**config.mk**
```make
export PLATFORM = sky130hd
export DESIGN_NAME = prd_dma_walker
export DESIGN_NICKNAME = d
export VERILOG_FILES = /design/src/rtl/prd_dma_walker.sv
export SDC_FILE = /design/constraint.sdc
export NUM_CORES = 1
export LEC_CHECK = 0
export BUFFER_PORTS_ARGS = -buffer_cell sky130_fd_sc_hd__buf_2
export CORE_ASPECT_RATIO = 0.75
export CORE_UTILIZATION = 35
export DETAILED_ROUTE_END_ITERATION = 8
export PLACE_DENSITY = 0.65
export RECOVER_POWER = 25
export SYNTH_ARGS = -nofsm -noshare
export SYNTH_HDL_FRONTEND = slang
export SYNTH_SLANG_ARGS = --single-unit
```
**constraint.sdc**
```tcl
create_clock -name clk -period 7.55 [get_ports clk]
set_input_delay 0.755 -clock clk [delete_from_list [all_inputs] [get_ports clk]]
set_output_delay 0.755 -clock clk [all_outputs]
set_load 0.1 [all_outputs]
```
**src/rtl/prd_dma_walker.sv**
```systemverilog
module prd_dma_walker #(
  parameter int ADDR_W    = 32,
  parameter int LBA_W     = 32,
  parameter int IDX_W     = 16,
  parameter int DISK_UNIT = 512,
  parameter int OPT_UNIT  = 2048,
  parameter int CHK_W     = $clog2(OPT_UNIT) + 1
) (
  input  logic              clk,
  input  logic              rst_n,
  input  logic              start,
  input  logic              to_mem,
  input  logic              optical,
  input  logic [7:0]        sect_cnt,
  input  logic [ADDR_W-1:0] tbl_base,
  input  logic [LBA_W-1:0]  lba_init,
  output logic              rd_req,
  output logic [ADDR_W-1:0] rd_addr,
  input  logic              rd_ack,
  input  logic [31:0]       rd_data,
  output logic              src_req,
  output logic [LBA_W-1:0]  src_lba,
  output logic [CHK_W-1:0]  src_len,
  input  logic              src_ack,
  output logic              wr_req,
  output logic [ADDR_W-1:0] wr_addr,
  output logic [CHK_W-1:0]  wr_len,
  input  logic              wr_ack,
  output logic              irq,
  output logic              dma_active,
  output logic              dma_err,
  output logic              dev_busy,
  output logic              dev_ready,
  output logic              dev_seek_ok,
  output logic              dev_drq,
  output logic              dev_err
);
  localparam int ALG_W   = $clog2(OPT_UNIT);
  localparam int SEC_SH  = $clog2(DISK_UNIT);
  localparam int LEN_W   = SEC_SH + 9;
  localparam int CNT_W   = 16;
  localparam int DESC_SH = 3;

  typedef enum logic [2:0] {S_IDLE, S_RD0, S_RD1, S_SRC, S_WR, S_CHK} st_t;
  st_t st;

  logic              opt_q, eot_q;
  logic [ADDR_W-1:0] tbl_q, dbase;
  logic [IDX_W-1:0]  idx;
  logic [LEN_W-1:0]  rem;
  logic [ALG_W-1:0]  algn;
  logic [LBA_W-1:0]  lba;
  logic [CNT_W-1:0]  dleft, off;
  logic              irq_q, act_q, derr_q, busy_q, rdy_q, seek_q, drq_q, err_q;

  wire [CHK_W-1:0] unit     = opt_q ? CHK_W'(OPT_UNIT) : CHK_W'(DISK_UNIT);
  wire [CHK_W-1:0] chunk    = (dleft > CNT_W'(unit)) ? unit : dleft[CHK_W-1:0];
  wire [LEN_W-1:0] chunk_l  = LEN_W'(chunk);
  wire [8:0]       nsect    = (sect_cnt == 8'd0) ? 9'd256 : {1'b0, sect_cnt};
  wire [LEN_W-1:0] tot_len  = LEN_W'(nsect) << SEC_SH;
  wire [ALG_W-1:0] unit_m1  = unit[ALG_W-1:0] - ALG_W'(1);
  wire             misalign = (algn & unit_m1) != '0;
  wire             last_chk = (dleft == CNT_W'(chunk));

  assign rd_req  = (st == S_RD0) || (st == S_RD1);
  assign rd_addr = tbl_q + (ADDR_W'(idx) << DESC_SH) + ((st == S_RD1) ? ADDR_W'(4) : '0);
  assign src_req = (st == S_SRC);
  assign src_lba = lba;
  assign src_len = chunk;
  assign wr_req  = (st == S_WR);
  assign wr_addr = dbase + ADDR_W'(off);
  assign wr_len  = chunk;

  assign irq         = irq_q;
  assign dma_active  = act_q;
  assign dma_err     = derr_q;
  assign dev_busy    = busy_q;
  assign dev_ready   = rdy_q;
  assign dev_seek_ok = seek_q;
  assign dev_drq     = drq_q;
  assign dev_err     = err_q;

  always_ff @(posedge clk) begin
    if (!rst_n) begin
      st     <= S_IDLE;
      opt_q  <= 1'b0;
      eot_q  <= 1'b0;
      tbl_q  <= '0;
      dbase  <= '0;
      idx    <= '0;
      rem    <= '0;
      algn   <= '0;
      lba    <= '0;
      dleft  <= '0;
      off    <= '0;
      irq_q  <= 1'b0;
      act_q  <= 1'b0;
      derr_q <= 1'b0;
      busy_q <= 1'b0;
      rdy_q  <= 1'b0;
      seek_q <= 1'b0;
      drq_q  <= 1'b0;
      err_q  <= 1'b0;
    end else begin
      irq_q <= 1'b0;
      case (st)
        S_IDLE: if (start) begin
          if (!to_mem) begin
            act_q  <= 1'b0;
            derr_q <= 1'b1;
            busy_q <= 1'b0;
            drq_q  <= 1'b0;
            err_q  <= 1'b1;
            irq_q  <= 1'b1;
          end else begin
            opt_q  <= optical;
            tbl_q  <= tbl_base;
            idx    <= '0;
            rem    <= tot_len;
            algn   <= '0;
            lba    <= lba_init;
            act_q  <= 1'b1;
            derr_q <= 1'b0;
            busy_q <= 1'b1;
            rdy_q  <= 1'b0;
            seek_q <= 1'b0;
            drq_q  <= 1'b1;
            err_q  <= 1'b0;
            st     <= S_RD0;
          end
        end
        S_RD0: if (rd_ack) begin
          dbase <= ADDR_W'(rd_data);
          st    <= S_RD1;
        end
        S_RD1: if (rd_ack) begin
          dleft <= rd_data[CNT_W-1:0];
          eot_q <= rd_data[31];
          off   <= '0;
          st    <= (rd_data[CNT_W-1:0] == '0) ? S_CHK : S_SRC;
        end
        S_SRC: if (src_ack) begin
          lba <= lba + LBA_W'(1);
          st  <= S_WR;
        end
        S_WR: if (wr_ack) begin
          off   <= off + CNT_W'(chunk);
          dleft <= dleft - CNT_W'(chunk);
          algn  <= algn + ALG_W'(chunk);
          rem   <= (rem > chunk_l) ? rem - chunk_l : '0;
          st    <= last_chk ? S_CHK : S_SRC;
        end
        S_CHK: begin
          idx <= idx + IDX_W'(1);
          if (misalign || (eot_q && rem != '0)) begin
            act_q  <= 1'b0;
            derr_q <= 1'b1;
            busy_q <= 1'b0;
            drq_q  <= 1'b0;
            err_q  <= 1'b1;
            irq_q  <= 1'b1;
            st     <= S_IDLE;
          end else if (rem == '0) begin
            irq_q <= 1'b1;
            st    <= S_IDLE;
            if (eot_q) begin
              act_q  <= 1'b0;
              derr_q <= 1'b0;
              busy_q <= 1'b0;
              rdy_q  <= 1'b1;
              seek_q <= 1'b1;
              drq_q  <= 1'b0;
              err_q  <= 1'b0;
            end
          end else begin
            st <= S_RD0;
          end
        end
        default: st <= S_IDLE;
      endcase
    end
  end
endmodule

```
==> results_dict.tcl, run 1 <==
set metrics [dict create \
    synth_nets 1786 \
    post-route-util 0.417 \
    finalPower_mw 3.71 \
    cp_max_fo 71 \
    yosys-top-cells-count "nand2_1 (246), dfxtp_1 (182), nor2_1 (127), a21oi_1 (94), a21boi_0 (91)" \
    final.min_clock_period_ps 5360 \
    syn_area_um2 12200 \
    clkTransAtPathRegs_ps 70 \
    die_x_um 218 \
    grt_remaining_overflow 0 \
    period_share 0.710 \
    seq_area_frac_synth 0.298 \
    rr_worst_depth 17 \
    yosys.area_share.adder 0.0859 \
    cts_num_sinks 182 \
    viasPerCell 5.44 \
    nFillCells 3512 \
    cap_violations 3 \
    worst_slew_pin_slew_ps 3010 \
    setup_viol 0 \
    min_path_type "flip-flop to flip-flop" \
    clock_latency_ps 450 \
    max_freq_mhz 187 \
    ys_seq_elements 182 \
    grt_usage 0.203 \
    dp_hpwl_um 27400 \
    synth_mux_area_frac 0 \
    hold_violations 0 \
    yosysWarningCount 0 \
    synthCells 1593 \
    cp_common_cell "clkbuf_1" \
    met1_usage 0.285 \
    synth_top_cells_by_area "dfxtp_1 (30%), ha_1 (7.8%), nand2_1 (7.5%)" \
    rr_startpoint "opt_q" \
    grt.busiest_layer "met2" \
    powerDensity_nw_per_um2 262 \
    crit_family "buffers and inverters" \
    die_h_um 164 \
    grtUsageMet2 0.317 \
    end_kind "flip-flop" \
    dpl_cell_area_um2 13700 \
    synth-xor-area-share 0.0666 \
    ctsHoldBuffers 0 \
    synth_edf_count 0 \
    cp-start-kind "input port" \
    skew_ps 15.1 \
    vias 12200 \
    pre_cts_ws_ps 2680 \
    cts_buffers 17 \
    holdCritStartpoint "dbase[27]" \
    grt_pass1_wl_um 57800 \
    antenna_found_initial 3 \
    synth-simple-area-share 0.253 \
    io_buffers 242 \
    io_pins 243 \
    tns_ps 0 \
    max-slew-margin-rel -1.01 \
    synth_compound_area_frac 0.243 \
    hold_end "dbase[27]" \
    reg2reg_to "rem[14]" \
    rsz0062_at_grt "false" \
    path_class "input port to flip-flop" \
    cts_root_buffer "clkbuf_16" \
    ctsResizeCount 0 \
    netlist.area_leader.share 0.298 \
    ys.flop_type "dfxtp_1" \
    synth_top_cell_by_area "dfxtp_1" \
    post-cts-setup-buffers 0 \
    synth_top_family_by_area "simple AND/OR/NAND/NOR gates" \
    p_leak_nw 5.98 \
    cp_num_buf_inv 2 \
    first_global_vias 11000 \
    yosysMostFrequentCell "nand2_1" \
    drtIter0Drc 1138 \
    ir_drop_mv 0.197 \
    dr.pass1.iters 6 \
    regToRegSetupSlack_ps 2670 \
    worstHoldPathCells 2 \
    ys_types 82 \
    rows 58 \
    syn2layout_area_growth_pct 15.7 \
    design.core.area_um2 34000 \
    final_antenna_net_count 0 \
    cts_tree "done" \
    postSynthAreaPerCell_um2 7.68 \
    status "complete, but fails checks" \
    htree_levels 4 \
    path_cells "clkbuf_1 > clkbuf_1 > and3_1 > a32o_1" \
    met3_usage 0.0380 \
    required_ps 7930 \
    fin_ws_ps 2190 \
    crit_arrival_ps 5740 \
    critPathSlowestCell "clkbuf_1" \
    route.detailed.drc 0 \
    synthArstFlopShare 0 \
    drive_gt1_frac 0.156 \
    fin_area_um2 14200 \
    grt_max_degree 72 \
    nets 1964 \
    cpPeakStageDelay_ps 2240 \
    place.gp.congestion 0.906 \
    cts_max_path_buffers 2 \
    slew_violations 166 \
    dieArea_um2 35700 \
    start_util 0.360 \
    violations "capacitance limit, slew limit" \
    wl_um 36900 \
    post_drt_wl_per_cell_um 16.5 \
]
[how the worst max path moves through the flow]
| stage | start | to | slack, ps | depth (start not counted) |
|---|---|---|---|---|
| final | rst_n | dleft[3] | 2190 | 4 |
| after global placement | st[1] | rd_addr[30] | 2800 | 14 |
| after floorplan | opt_q | rem[12] | 2380 | 20 |
| after detailed placement | st[1] | rd_addr[30] | 2680 | 14 |
| after CTS | st[1] | rd_addr[30] | 2180 | 14 |
| after global routing | rst_n | off[15] | 1710 | 4 |
[stage by stage]
stage | hold slack, ps | std cells
2_1_floorplan | 443 | 1593
5_1_grt | 500 | 2236
3_3_place_gp | 454 | 2202
3_5_place_dp | 462 | 2202
4_1_cts | 472 | 2233
6_report | 471 | 2236
[worst register-to-register path, stage by stage, from the launching register on]
cell and delay [ps]:
dfxtp_1 370, inv_1 90, ha_1 350, nor2_1 180, inv_1 70, a21boi_0 220
and2_1 550, nor2_1 140, a21oi_1 510, inv_1 160, ha_1 400, a21oi_1 100
o21ai_0 230, nor2_1 150, a41oi_1 270, and3_1 610, a32oi_1 210, o22ai_1 200
[report_power, final]
| group | total [mW] | switching, mW | internal [mW] |
|---|---|---|---|
| clock network | 0.859 | 0.408 | 0.452 |
| logic | 1.65 | 1.30 | 0.349 |
| registers | 1.20 | 0.132 | 1.07 |
[final cells by class]
cell class / count / area, µm² / share of cell area
clock inverters: 12 / 109 / 0.00769
flip-flops and latches: 182 / 3640 / 0.257
multi-input cells: 1265 / 7960 / 0.562
inverters: 50 / 189 / 0.0133
clock buffers: 19 / 433 / 0.0306
well taps: 450 / 563 / 0.0398
diodes: 3 / 7.51 / 0.000530
repair buffers: 255 / 1250 / 0.0886
[per-layer routing]
| metal | vias to the layer above | share of wire |
|---|---|---|
| met1 | 5723 | 0.48 |
| met2 | 378 | 0.45 |
| met4 | 0 | 0.015 |
| met3 | 35 | 0.056 |
| met5 | - | 0 |
| li1 | 6027 | - |
[registers in the layout (all words and copies together) (netlist names)]
register,count
dbase,32
src_lba,32
tbl_q,32
rem,18
dleft,16
idx,16
off,16
algn,11
st,3
dev_drq,1
dev_err,1
dev_seek_ok,1
eot_q,1
irq,1
opt_q,1
[cell usage in the layout, fill, tap and decap left out, types with 16 or more instances in the layout]
cell type	n
nand2_1	246
buf_2	204
dfxtp_1	182
nor2_1	125
a21oi_1	95
a21boi_0	91
o21ai_0	76
ha_1	76
nand3_1	70
xnor2_1	53
inv_1	47
nor3_1	44
clkbuf_1	42
xor2_1	40
nor2b_1	29
a21o_1	21
and3_1	21
and2_1	17
a31oi_1	17
clkbuf_16	17
nand4_1	16
a22oi_1	16
[cells by family (layout without fill, tap and decap cells)]
family / count (synthesis) / in the layout
flip-flops: 182 / 182
AO/OA/AOI/OAI: 438 / 438
adder cells (fa/ha/maj): 81 / 81
AND/OR/NAND/NOR: 652 / 652
buffers and inverters: 146 / 336
XOR/XNOR: 93 / 93
other: 1 / 4
No activity file was read; power rests on OpenSTA's default activity.
==> run 2: changes to the inputs <==
Clock period 7.55 ns to 5 ns, I/O delays scaled along.
==> results_dict.tcl, run 2 (synthesis results as in run 1) <==
set metrics [dict create \
    htree_levels 4 \
    final_cell_mix "nand2_1 (246), buf_2 (202), dfxtp_1 (182)" \
    cts_root_buffer "clkbuf_16" \
    rows 58 \
    ctsResizeCount 0 \
    worst_slew_pin_slew_ps 2130 \
    clock_latency_ps 440 \
    violations "capacitance limit, slew limit" \
    skew_ps 9.97 \
    place.gp.congestion 0.890 \
    grt_pass1_wl_um 58900 \
    clkTransAtPathRegs_ps 70 \
    tns_ps 0 \
    max-slew-margin-rel -0.420 \
    antenna_found_initial 4 \
    first_global_vias 11400 \
    nets 1971 \
    cp-start-kind "flip-flop" \
    syn2layout_area_growth_pct 16.8 \
    p_leak_nw 6.05 \
    die_h_um 164 \
    ir_drop_mv 0.296 \
    dr.pass1.iters 5 \
    cpPeakStageDelay_ps 510 \
    powerDensity_nw_per_um2 402 \
    route.detailed.drc 0 \
    io_buffers 242 \
    post_drt_wl_per_cell_um 16.6 \
    cts_num_sinks 182 \
    routed-wl-met3_um 2300 \
    cts_tree "done" \
    final.min_clock_period_ps 4600 \
    cp_max_fo 5 \
    dieArea_um2 35700 \
    slew_violations 73 \
    final_antenna_net_count 0 \
    grt_usage 0.206 \
    cts_max_path_buffers 2 \
    wl_met1_um 17700 \
    wl_um 37300 \
    setup_viol 0 \
    critPathSlowestCell "o41ai_1" \
    period_share 0.919 \
    layout_commonest_cell "nand2_1" \
    finalPower_mw 5.75 \
    hold_violations 0 \
    top_layer_used "met4" \
    cts_buffers 17 \
    io_pins 243 \
    path_cells "nand2b_1 > nor2_1 > ha_1 > inv_1 > fa_1 > nor2b_1 > o31a_1 > o41a_1 > a311oi_1 > o41ai_1 > and3_4 > nand2_1 > xnor2_1 > buf_2" \
    drtIter0Drc 964 \
    post-cts-setup-buffers 0 \
    viasPerCell 5.45 \
    start_util 0.360 \
    grt_max_degree 95 \
    max_freq_mhz 218 \
    path_class "flip-flop to primary output" \
    design.core.area_um2 34000 \
    met2_length_um 16500 \
    drive_gt1_frac 0.157 \
    end_kind "primary output" \
    pre_cts_ws_ps 665 \
    vias 12200 \
    crit_arrival_ps 4100 \
    ctsHoldBuffers 0 \
    status "complete, but fails checks" \
    fin_ws_ps 404 \
    dp_hpwl_um 27800 \
    required_ps 4500 \
    die_x_um 218 \
    grt_remaining_overflow 0 \
    rsz0062_at_grt "false" \
    min_path_type "input port to flip-flop" \
    cap_violations 2 \
    hold_slack_ps 305 \
]
## run 2: metal layers
layer | track usage | up-vias
li1 | - | 6034
met2 | 0.324 | 364
met1 | 0.281 | 5788
met4 | 0.0668 | 0
met3 | 0.0417 | 56
met5 | 0 | -
## run 2: final timing paths
kind | start | end | slack [ps] | cells after the start
worst max-delay path | st[2] | rd_addr[22] | 400 | 14
worst min-delay path | tbl_base[18] | tbl_q[18] | 310 | 3
worst max register to register | opt_q | rem[9] | 530 | 15
worst min register to register | dbase[27] | dbase[27] | 470 | 2
## run 2: cell type report
| type | instances | area [µm²] |
|---|---|---|
| Clock buffer | 26 | 489 |
| Sequential cell | 182 | 3640 |
| Timing Repair Buffer | 262 | 1320 |
| Tap cell | 450 | 563 |
| Inverter | 50 | 189 |
| Multi-Input combinational cell | 1265 | 7960 |
| Clock inverter | 6 | 115 |
| Antenna cell | 4 | 10.0 |
| Fill cell | 3454 | 19700 |
## run 2: critical path: cells and delay by family, from the launching register on
kind,cells,cell delay [ps]
AND/OR/NAND/NOR,5,960
adder cells (fa/ha/maj),2,640
buffers and inverters,2,510
AO/OA/AOI/OAI,4,1050
flip-flops,1,310
XOR/XNOR,1,170
## run 2: stage by stage
step                 util  area (µm²)  std cells
finish              0.421       14300       2245
global route        0.421       14300       2245
global placement    0.404       13700       2209
detailed placement  0.404       13700       2209
CTS                 0.422       14300       2241
floorplan               -       12200       1593
## run 2: where the power goes
group          switching [mW]  total (mW)  internal (mW)
Sequential              0.174        1.78           1.61
Combinational            2.00        2.53          0.535
Clock                   0.598        1.43          0.831
